## src/rtl/i2cq_pkg.sv

```systemverilog
package i2cq_pkg;

  // command opcodes held in the top three bits of a command word
  typedef enum logic [2:0] {
    OP_RSTART = 3'd0,
    OP_WRITE  = 3'd1,
    OP_READ   = 3'd2,
    OP_STOP   = 3'd3,
    OP_PAUSE  = 3'd4
  } cmd_op_e;

  typedef struct packed {
    logic [2:0] op;
    logic [7:0] cnt;
    logic       ack_send;
    logic       ack_expect;
    logic       ack_check;
  } cmd_t;

  localparam int CMD_W = $bits(cmd_t);

  // byte engine operation codes
  localparam logic [1:0] ENG_START = 2'd0;
  localparam logic [1:0] ENG_STOP  = 2'd1;
  localparam logic [1:0] ENG_WRB   = 2'd2;
  localparam logic [1:0] ENG_RDB   = 2'd3;

  // raw flag bit positions
  localparam int IRQ_ACK  = 0;
  localparam int IRQ_ARB  = 1;
  localparam int IRQ_TOUT = 2;
  localparam int IRQ_N    = 3;

endpackage

```

## src/rtl/i2cq_cmd_store.sv

```systemverilog
module i2cq_cmd_store
  import i2cq_pkg::*;
#(
  parameter int SLOTS = 16,
  localparam int AW = $clog2(SLOTS)
) (
  input  logic          clk,
  input  logic          rst,
  input  logic          we,
  input  logic [AW-1:0] waddr,
  input  cmd_t          wdata,
  input  logic [AW-1:0] raddr,
  output cmd_t          rdata
);

  cmd_t mem [SLOTS];

  // small register file; cleared so that an unwritten slot reads as all zeros
  always_ff @(posedge clk) begin
    if (rst) begin
      for (int i = 0; i < SLOTS; i++) mem[i] <= '0;
    end else if (we) begin
      mem[waddr] <= wdata;
    end
  end

  assign rdata = mem[raddr];

endmodule

```

## src/rtl/i2cq_fifo.sv

```systemverilog
module i2cq_fifo #(
  parameter int DW = 8,
  parameter int DEPTH = 32,
  localparam int AW = $clog2(DEPTH),
  localparam int CW = AW + 1
) (
  input  logic          clk,
  input  logic          rst,
  input  logic          clr,
  input  logic          wr,
  input  logic [DW-1:0] wdata,
  input  logic          rd,
  output logic [DW-1:0] rdata,
  output logic [CW-1:0] count
);

  logic [DW-1:0] mem [DEPTH];
  logic [AW-1:0] wp, rp;
  logic [CW-1:0] cnt;
  logic wr_ok, rd_ok;

  assign wr_ok = wr && (cnt != CW'(DEPTH));
  assign rd_ok = rd && (cnt != '0);

  always_ff @(posedge clk) begin
    if (rst || clr) begin
      wp  <= '0;
      rp  <= '0;
      cnt <= '0;
    end else begin
      if (wr_ok) wp <= wp + 1'b1;
      if (rd_ok) rp <= rp + 1'b1;
      case ({wr_ok, rd_ok})
        2'b10:   cnt <= cnt + 1'b1;
        2'b01:   cnt <= cnt - 1'b1;
        default: cnt <= cnt;
      endcase
    end
  end

  // storage without reset so it maps onto RAM
  always_ff @(posedge clk) begin
    if (wr_ok) mem[wp] <= wdata;
  end

  assign rdata = mem[rp];
  assign count = cnt;

  p_no_overflow_r12: assert property (@(posedge clk) disable iff (rst)
    cnt <= CW'(DEPTH))
    else $error("queue level above depth");

  p_flush_empties_r12: assert property (@(posedge clk) disable iff (rst)
    clr |=> (cnt == '0))
    else $error("flush did not empty queue");

endmodule

```

## src/rtl/i2cq_sequencer.sv

```systemverilog
module i2cq_sequencer
  import i2cq_pkg::*;
#(
  parameter int SLOTS = 16,
  parameter int TOUT_W = 20,
  parameter int LVL_W = 6,
  localparam int AW = $clog2(SLOTS)
) (
  input  logic              clk,
  input  logic              rst,
  input  logic              go,
  input  logic [TOUT_W-1:0] tout_limit,
  output logic [AW-1:0]     pc,
  input  cmd_t              cmd,
  input  logic [7:0]        tx_head,
  input  logic [LVL_W-1:0]  tx_level,
  output logic              tx_pop,
  output logic              rx_push,
  output logic [7:0]        rx_wdata,
  input  logic              irq_clr_we,
  input  logic [IRQ_N-1:0]  irq_clr_mask,
  output logic [IRQ_N-1:0]  irq_raw,
  output logic              bus_busy,
  output logic              seq_active,
  output logic [SLOTS-1:0]  done_q,
  output logic              eng_req,
  output logic [1:0]        eng_op,
  output logic [7:0]        eng_wbyte,
  output logic              eng_ackout,
  input  logic              eng_done,
  input  logic [7:0]        eng_rbyte,
  input  logic              eng_ackin,
  input  logic              eng_arb
);

  typedef enum logic [1:0] {S_IDLE, S_LOAD, S_ISSUE, S_WAIT} st_e;

  st_e st;
  logic [7:0] rem;
  logic [TOUT_W-1:0] tcnt;
  logic is_last, ack_bad, arb_hit, tout_hit, cmd_fin, byte_op;

  assign is_last  = (pc == AW'(SLOTS - 1));
  assign byte_op  = (eng_op == ENG_WRB) || (eng_op == ENG_RDB);
  assign arb_hit  = (st == S_WAIT) && eng_done && eng_arb;
  assign ack_bad  = (st == S_WAIT) && eng_done && !eng_arb && (eng_op == ENG_WRB)
                    && cmd.ack_check && (eng_ackin != cmd.ack_expect);
  assign tout_hit = (st == S_WAIT) && !eng_done && (eng_op == ENG_RDB)
                    && (tcnt >= tout_limit);

  // a slot completes either with a zero byte count or on its final operation
  always_comb begin
    cmd_fin = 1'b0;
    if (st == S_ISSUE && (cmd.op == OP_WRITE || cmd.op == OP_READ) && rem == 8'd0)
      cmd_fin = 1'b1;
    if (st == S_WAIT && eng_done && !eng_arb && !ack_bad &&
        (eng_op == ENG_START || (byte_op && rem == 8'd1)))
      cmd_fin = 1'b1;
  end

  always_ff @(posedge clk) begin
    if (rst) begin
      st         <= S_IDLE;
      pc         <= '0;
      rem        <= '0;
      tcnt       <= '0;
      done_q     <= '0;
      bus_busy   <= 1'b0;
      eng_req    <= 1'b0;
      eng_op     <= ENG_START;
      eng_wbyte  <= '0;
      eng_ackout <= 1'b0;
      tx_pop     <= 1'b0;
      rx_push    <= 1'b0;
      rx_wdata   <= '0;
    end else begin
      tx_pop  <= 1'b0;
      rx_push <= 1'b0;
      case (st)
        S_IDLE: begin
          if (go) begin
            done_q <= '0;
            pc     <= '0;
            st     <= S_LOAD;
          end
        end
        S_LOAD: begin
          rem <= cmd.cnt;
          st  <= S_ISSUE;
        end
        S_ISSUE: begin
          tcnt <= '0;
          case (cmd.op)
            OP_RSTART: begin
              eng_req <= 1'b1;
              eng_op  <= ENG_START;
              st      <= S_WAIT;
            end
            OP_STOP: begin
              eng_req <= 1'b1;
              eng_op  <= ENG_STOP;
              st      <= S_WAIT;
            end
            OP_WRITE: begin
              if (rem != 8'd0) begin
                eng_req   <= 1'b1;
                eng_op    <= ENG_WRB;
                eng_wbyte <= (tx_level == '0) ? 8'h00 : tx_head;
                tx_pop    <= 1'b1;
                st        <= S_WAIT;
              end
            end
            OP_READ: begin
              if (rem != 8'd0) begin
                eng_req    <= 1'b1;
                eng_op     <= ENG_RDB;
                eng_ackout <= cmd.ack_send;
                st         <= S_WAIT;
              end
            end
            default: begin
              // pause and unused codes end the run with the bus left as it is
              done_q[pc] <= 1'b1;
              st         <= S_IDLE;
            end
          endcase
        end
        S_WAIT: begin
          if (arb_hit) begin
            eng_req  <= 1'b0;
            bus_busy <= 1'b0;
            st       <= S_IDLE;
          end else if (eng_done) begin
            eng_req <= 1'b0;
            if (ack_bad) begin
              st <= S_IDLE;
            end else begin
              case (eng_op)
                ENG_START: bus_busy <= 1'b1;
                ENG_STOP: begin
                  bus_busy   <= 1'b0;
                  done_q[pc] <= 1'b1;
                  st         <= S_IDLE;
                end
                ENG_WRB: begin
                  rem <= rem - 8'd1;
                  st  <= S_ISSUE;
                end
                default: begin
                  rem      <= rem - 8'd1;
                  rx_push  <= 1'b1;
                  rx_wdata <= eng_rbyte;
                  st       <= S_ISSUE;
                end
              endcase
            end
          end else if (tout_hit) begin
            eng_req <= 1'b0;
            st      <= S_IDLE;
          end else begin
            tcnt <= tcnt + 1'b1;
          end
        end
        default: st <= S_IDLE;
      endcase

      if (cmd_fin) begin
        done_q[pc] <= 1'b1;
        if (is_last) begin
          st <= S_IDLE;
        end else begin
          pc <= pc + 1'b1;
          st <= S_LOAD;
        end
      end
    end
  end

  // raw flags: a new event wins over a clear in the same cycle
  always_ff @(posedge clk) begin
    if (rst) begin
      irq_raw <= '0;
    end else begin
      if (irq_clr_we) irq_raw <= irq_raw & ~irq_clr_mask;
      if (ack_bad)  irq_raw[IRQ_ACK]  <= 1'b1;
      if (arb_hit)  irq_raw[IRQ_ARB]  <= 1'b1;
      if (tout_hit) irq_raw[IRQ_TOUT] <= 1'b1;
    end
  end

  assign seq_active = (st != S_IDLE);

  p_op_hold_r3: assert property (@(posedge clk) disable iff (rst)
    (eng_req && !eng_done && !tout_hit) |=> (eng_req && $stable(eng_op) && $stable(eng_wbyte)))
    else $error("engine request changed before completion");

  p_busy_rise_r6: assert property (@(posedge clk) disable iff (rst)
    $rose(bus_busy) |-> ($past(eng_done) && $past(eng_op) == ENG_START))
    else $error("bus_busy rose without a completed start");

  p_ack_flag_r4: assert property (@(posedge clk) disable iff (rst)
    $rose(irq_raw[IRQ_ACK]) |-> $past(eng_done && eng_op == ENG_WRB))
    else $error("ack flag without a completed write");

  p_halt_on_ack_r4: assert property (@(posedge clk) disable iff (rst)
    ack_bad |=> (!seq_active && !eng_req))
    else $error("sequence kept running after ack mismatch");

  p_tout_drop_r10: assert property (@(posedge clk) disable iff (rst)
    tout_hit |=> (!eng_req && !seq_active && irq_raw[IRQ_TOUT]))
    else $error("timeout did not halt the sequence");

  p_idle_done_r8: assert property (@(posedge clk) disable iff (rst)
    (!seq_active && !go) |=> ((done_q & ~$past(done_q)) == '0))
    else $error("done bit set while idle");

endmodule

```

## src/rtl/i2c_cmd_master.sv

```systemverilog
module i2c_cmd_master
  import i2cq_pkg::*;
#(
  parameter int SLOTS = 16,
  parameter int FIFO_DEPTH = 32,
  parameter int TOUT_W = 20,
  localparam int SEL_W = $clog2(SLOTS),
  localparam int LVL_W = $clog2(FIFO_DEPTH) + 1
) (
  input  logic              clk,
  input  logic              rst,
  input  logic              cmd_we,
  input  logic [SEL_W-1:0]  cmd_sel,
  input  logic [CMD_W-1:0]  cmd_word,
  input  logic              go,
  input  logic [TOUT_W-1:0] tout_limit,
  input  logic              tx_wr,
  input  logic [7:0]        tx_data,
  input  logic              tx_rst,
  output logic [LVL_W-1:0]  tx_level,
  input  logic              rx_rd,
  output logic [7:0]        rx_data,
  input  logic              rx_rst,
  output logic [LVL_W-1:0]  rx_level,
  input  logic              irq_clr_we,
  input  logic [IRQ_N-1:0]  irq_clr_mask,
  output logic [IRQ_N-1:0]  irq_raw,
  output logic              bus_busy,
  output logic              seq_active,
  output logic [SLOTS-1:0]  cmd_done,
  output logic              eng_req,
  output logic [1:0]        eng_op,
  output logic [7:0]        eng_wbyte,
  output logic              eng_ackout,
  input  logic              eng_done,
  input  logic [7:0]        eng_rbyte,
  input  logic              eng_ackin,
  input  logic              eng_arb
);

  logic [SEL_W-1:0] pc;
  cmd_t cur_cmd;
  logic [7:0] tx_head, rx_wdata;
  logic tx_pop, rx_push;

  i2cq_cmd_store #(.SLOTS(SLOTS)) u_store (
    .clk   (clk),
    .rst   (rst),
    .we    (cmd_we),
    .waddr (cmd_sel),
    .wdata (cmd_t'(cmd_word)),
    .raddr (pc),
    .rdata (cur_cmd)
  );

  i2cq_fifo #(.DW(8), .DEPTH(FIFO_DEPTH)) u_txq (
    .clk   (clk),
    .rst   (rst),
    .clr   (tx_rst),
    .wr    (tx_wr),
    .wdata (tx_data),
    .rd    (tx_pop),
    .rdata (tx_head),
    .count (tx_level)
  );

  i2cq_fifo #(.DW(8), .DEPTH(FIFO_DEPTH)) u_rxq (
    .clk   (clk),
    .rst   (rst),
    .clr   (rx_rst),
    .wr    (rx_push),
    .wdata (rx_wdata),
    .rd    (rx_rd),
    .rdata (rx_data),
    .count (rx_level)
  );

  i2cq_sequencer #(.SLOTS(SLOTS), .TOUT_W(TOUT_W), .LVL_W(LVL_W)) u_seq (
    .clk          (clk),
    .rst          (rst),
    .go           (go),
    .tout_limit   (tout_limit),
    .pc           (pc),
    .cmd          (cur_cmd),
    .tx_head      (tx_head),
    .tx_level     (tx_level),
    .tx_pop       (tx_pop),
    .rx_push      (rx_push),
    .rx_wdata     (rx_wdata),
    .irq_clr_we   (irq_clr_we),
    .irq_clr_mask (irq_clr_mask),
    .irq_raw      (irq_raw),
    .bus_busy     (bus_busy),
    .seq_active   (seq_active),
    .done_q       (cmd_done),
    .eng_req      (eng_req),
    .eng_op       (eng_op),
    .eng_wbyte    (eng_wbyte),
    .eng_ackout   (eng_ackout),
    .eng_done     (eng_done),
    .eng_rbyte    (eng_rbyte),
    .eng_ackin    (eng_ackin),
    .eng_arb      (eng_arb)
  );

endmodule

```

## config.mk

```make
export PLATFORM = sky130hd
export DESIGN_NAME = i2c_cmd_master
export DESIGN_NICKNAME = d
export VERILOG_FILES = /design/src/rtl/i2cq_pkg.sv /design/src/rtl/i2cq_cmd_store.sv /design/src/rtl/i2cq_fifo.sv /design/src/rtl/i2cq_sequencer.sv /design/src/rtl/i2c_cmd_master.sv
export SDC_FILE = /design/constraint.sdc
export NUM_CORES = 1
export LEC_CHECK = 0
export BUFFER_PORTS_ARGS = -buffer_cell sky130_fd_sc_hd__buf_2
export CAP_MARGIN = 20
export CORE_MARGIN = 2
export CORE_UTILIZATION = 50
export CTS_BUF_LIST = sky130_fd_sc_hd__clkbuf_8
export DETAILED_ROUTE_END_ITERATION = 12
export GPL_TIMING_DRIVEN = 0
export MAX_ROUTING_LAYER = met4
export PLACE_DENSITY = 0.74
export SETUP_SLACK_MARGIN = 0.5
export SYNTH_ARGS = -nofsm -noshare
export SYNTH_HDL_FRONTEND = slang
export SYNTH_SLANG_ARGS = --single-unit
```

## constraint.sdc

```tcl
create_clock -name clk -period 9.78 [get_ports clk]
set_input_delay 0.489 -clock clk [delete_from_list [all_inputs] [get_ports clk]]
set_output_delay 0.489 -clock clk [all_outputs]
set_load 0.01 [all_outputs]
```

==> results.py <==
metrics = {
    "floorplanning": {
        "start_util_pct": 50.7,
        "dieWidth_um": 271,
        "dieArea_um2": 73600,
        "ios": 122,
        "core_area_um2": 70400,
        "die_height_um": 271,
        "fp-row-count": 97,
    },
    "clock_tree": {
        "h-tree-depth": 4,
        "clockRootBuffer": "clkbuf_8",
        "ctsResizeCount": 0,
        "ctsLongestPathBuffers": 3,
        "insertion_delay_ns": 0.79,
        "clk_pin_slew_ns": 0.06,
        "cts.sink_count": 854,
        "cts_setup_buffers": 0,
        "tritoncts": "built",
        "cts-buffers-inserted": 138,
    },
    "sta": {
        "tightestPinTransition_ns": 1.06,
        "rsz0062_at_grt": "no",
        "maxSlewHeadroom_pct": 28.7,
        "min_period_ns": 4.61,
        "report.final.slew_viol_count": 0,
        "fmax_ghz": 0.217,
        "setup_tns_ns": 0,
        "fin_worst_skew_ns": 0.0351,
        "finalHoldViolCount": 0,
        "post-route-period-util_pct": 47.1,
        "finalSetupViolCount": 0,
    },
    "synth": {
        "synth-edff-count": 736,
        "synth_top_area_cell": "edfxtp_1",
        "syn-cell-area_um2": 35700,
        "synth_ff_type": "edfxtp_1",
        "syn_inst": 2130,
        "synth_top_area_share_pct": 61.9,
        "synthesis.nets": 2248,
        "ys_async_sr_fraction_pct": 0,
        "synth_cell_types": 59,
        "ys_seq_area_share_pct": 68.5,
        "yosysWarnings": 0,
        "synth_area_leaders": "edfxtp_1 (62%), mux4_2 (14%), dfxtp_1 (6.6%)",
        "ys_seq_elements": 854,
        "syn_area_per_cell_um2": 16.8,
    },
    "layout": {
        "fin_cells": 3472,
        "final_util_pct": 57.5,
        "layout.nets": 2538,
        "area_delta_synth_final_pct": 13.3,
        "drive_gt1_share_pct": 23.1,
        "fillers": 5304,
    },
    "critical_path": {
        "cp.arrival_ns": 4.12,
        "crit_top_cell": "mux4_2",
        "worstReg2RegEnd": "u_txq.count[5]$_SDFFE_PP0P_",
        "r2r_start": "u_txq.count[3]$_SDFFE_PP0P_",
        "slowest_delay_ns": 0.83,
        "end_kind": "output port",
        "path_max_fanout": 10,
        "worstPathRequired_ns": 9.29,
        "reg2reg_depth": 13,
        "crit_path_cell_trace": "clkbuf_1 > buf_1 > mux4_2 > mux4_2 > mux2_2 > buf_2",
        "cp_slowest_cell": "buf_1",
        "timing.reg2reg.setup_slack_ns": 5.90,
        "start_kind": "register",
        "crit_type": "reg -> out",
    },
    "placement": {
        "dp.cells": 3199,
        "hpwlAfterDp_um": 55900,
        "routabilityCongestion": 0.919,
        "port-buffer-count": 121,
    },
    "detailed_routing": {
        "wirelength_um": 80500,
        "route.vias.total": 20100,
        "first_pass_iters": 10,
        "ant_nets": 0,
        "drt_iter0_drc": 1910,
        "drc": 1,
        "wl_per_cell_um": 23.2,
        "viasPerCell": 5.80,
    },
    "global_routing": {
        "overflow": 0,
        "grt_pass1_vias": 20200,
        "grt_antenna_before_repair": 6,
        "grt_pass1_wl_um": 122000,
        "grt_use_total_pct": 22.8,
        "grt_max_degree": 34,
    },
    "worst_hold_path": {
        "hold_depth": 2,
        "worstHoldEndpoint": "u_store.mem[12][5]$_SDFFCE_PN0P_",
        "holdCritPathClass": "in -> reg",
        "min_from": "cmd_word[5]",
    },
    "outcome": {
        "status": "finished, violations left",
        "failed_checks": "DRC",
    },
    "power_and_ir_drop": {
        "p_leak_nw": 13.1,
        "power.density_nw_per_um2": 176,
        "ir_drop_uv": 137,
    },
    "job": {
        "drv_cap": 0,
    },
}
## per-stage QoR
stage / hold WS (ns) / power, mW / setup slack, ns / area, um2
floorplan: 0.435 / 4.21 / 6.53 / 35700
global placement: 0.442 / 4.31 / 5.65 / 37500
detailed placement: 0.446 / 4.32 / 5.91 / 37600
CTS: 0.000263 / 7.15 / 5.04 / 40300
global route: 0.0384 / 7.34 / 4.97 / 40400
finish: 0.0552 / 7.11 / 5.17 / 40400
## Yosys cell counts, types with 4 or more instances
cell type / instances
nor2b_1: 9
mux2i_1: 38
o22ai_1: 7
o211ai_1: 4
buf_2: 14
nand3b_1: 5
ha_1: 47
o21ai_0: 35
mux4_2: 223
nor4_1: 6
xor2_1: 19
clkbuf_1: 82
and3_1: 5
buf_1: 20
o21a_1: 6
dfxtp_1: 118
nor3_1: 11
a22oi_1: 5
nand3_1: 17
xnor2_1: 9
a32o_1: 19
inv_1: 51
a21o_1: 8
nor2_1: 160
nand2_1: 76
or3_1: 35
a21oi_1: 56
nand4_1: 15
edfxtp_1: 736
nand2b_1: 8
mux2_2: 8
or2_2: 11
and2_1: 227
## final cells by class
cell class / count / area [um2] / area share [%]
flip-flops and latches: 854 / 24500 / 60.5
multi-input cells: 1104 / 10600 / 26.1
clock buffers: 150 / 2060 / 5.10
well taps: 940 / 1180 / 2.91
repair buffers: 150 / 973 / 2.41
clock inverters: 97 / 504 / 1.25
plain buffers: 119 / 483 / 1.19
inverters: 53 / 199 / 0.492
diodes: 5 / 12.5 / 0.0309
## power by group
part           leakage (nW)  switching, mW  internal (mW)  total (mW)
Sequential             7.31         0.0217           4.00        4.02
Clock                  1.52           1.38           1.47        2.86
Combinational          4.30          0.156         0.0793       0.236
Total                  13.1           1.56           5.55        7.11
## flip-flops by register name (all words and copies together) (netlist names), 3 cells and up, named ones only
signal	cells
u_txq.rp	5
u_seq.rx_wdata	8
u_rxq.rp	5
u_seq.eng_wbyte	8
u_seq.rem	8
u_rxq.wp	5
u_seq.pc	4
u_seq.done_q	16
u_store.mem	224
u_seq.irq_raw	3
u_rxq.mem	256
u_seq.tcnt	20
u_txq.count	6
u_rxq.count	6
u_txq.wp	5
u_txq.mem	256
## worst max-delay path: cells and delay by family, from the launching register on
family,cells,cell delay [ns]
flip-flops,1,0.30
multiplexers,3,1.46
buffers and inverters,3,1.58
## worst max path at each step
stage,from,end,slack [ns],cells past startpoint
after CTS,register,rx_data[3],5.04,6
after floorplan,u_txq.count[3]$_SDFFE_PP0P_,u_txq.count[5]$_SDFFE_PP0P_,6.53,13
after detailed placement,register,rx_data[3],5.91,6
after global routing,register,rx_data[3],4.97,6
final,register,rx_data[4],5.17,6
after global placement,rst,u_store.mem[7][6]$_SDFFCE_PN0P_,5.65,5
## cell usage in the layout, fill, tap and decap left out, types with 12 or more instances in the layout
cell / n
xor2_1: 19
buf_2: 135
nand2_1: 76
dlygate4sd3_1: 14
edfxtp_1: 736
nand3_1: 17
a32o_1: 19
or3_1: 35
clkinv_1: 17
clkbuf_1: 82
nand4_1: 15
clkbuf_8: 150
o21ai_0: 23
a21oi_1: 56
nor2_1: 160
mux4_2: 223
clkinv_2: 12
mux2i_1: 38
and2_1: 227
inv_1: 106
dfxtp_1: 118
ha_1: 47
buf_1: 20
## metal layers
metal	vias to the layer above	part of all wire [%]	global-route usage [%]
met5	-	0	-
met4	0	2.5	7.53
met3	144	8.5	5.31
met2	839	48	35.6
met1	10300	41	29.9
li1	8849	-	-
## logic make-up (layout without fill, tap and decap cells)
family / Yosys count / count (layout) / share of synthesized area [%]
compound gates: 163 / 163 / 2.96
other cells: 0 / 5 / 0
fa+ha+maj: 49 / 49 / 1.76
xor+xnor: 28 / 28 / 0.687
flops: 854 / 854 / 68.5
buf+inv: 172 / 569 / 1.91
mux: 269 / 269 / 15.4
simple gates: 595 / 595 / 8.77
## what timing repair did
| action | in CTS | in global routing |
|---|---|---|
| setup endpoints to repair | 0 | 0 |
| hold buffers | 14 | 0 |
| endpoints found under the hold margin | 11 | 0 |
Note: power is estimated with default switching activity, not from simulation.
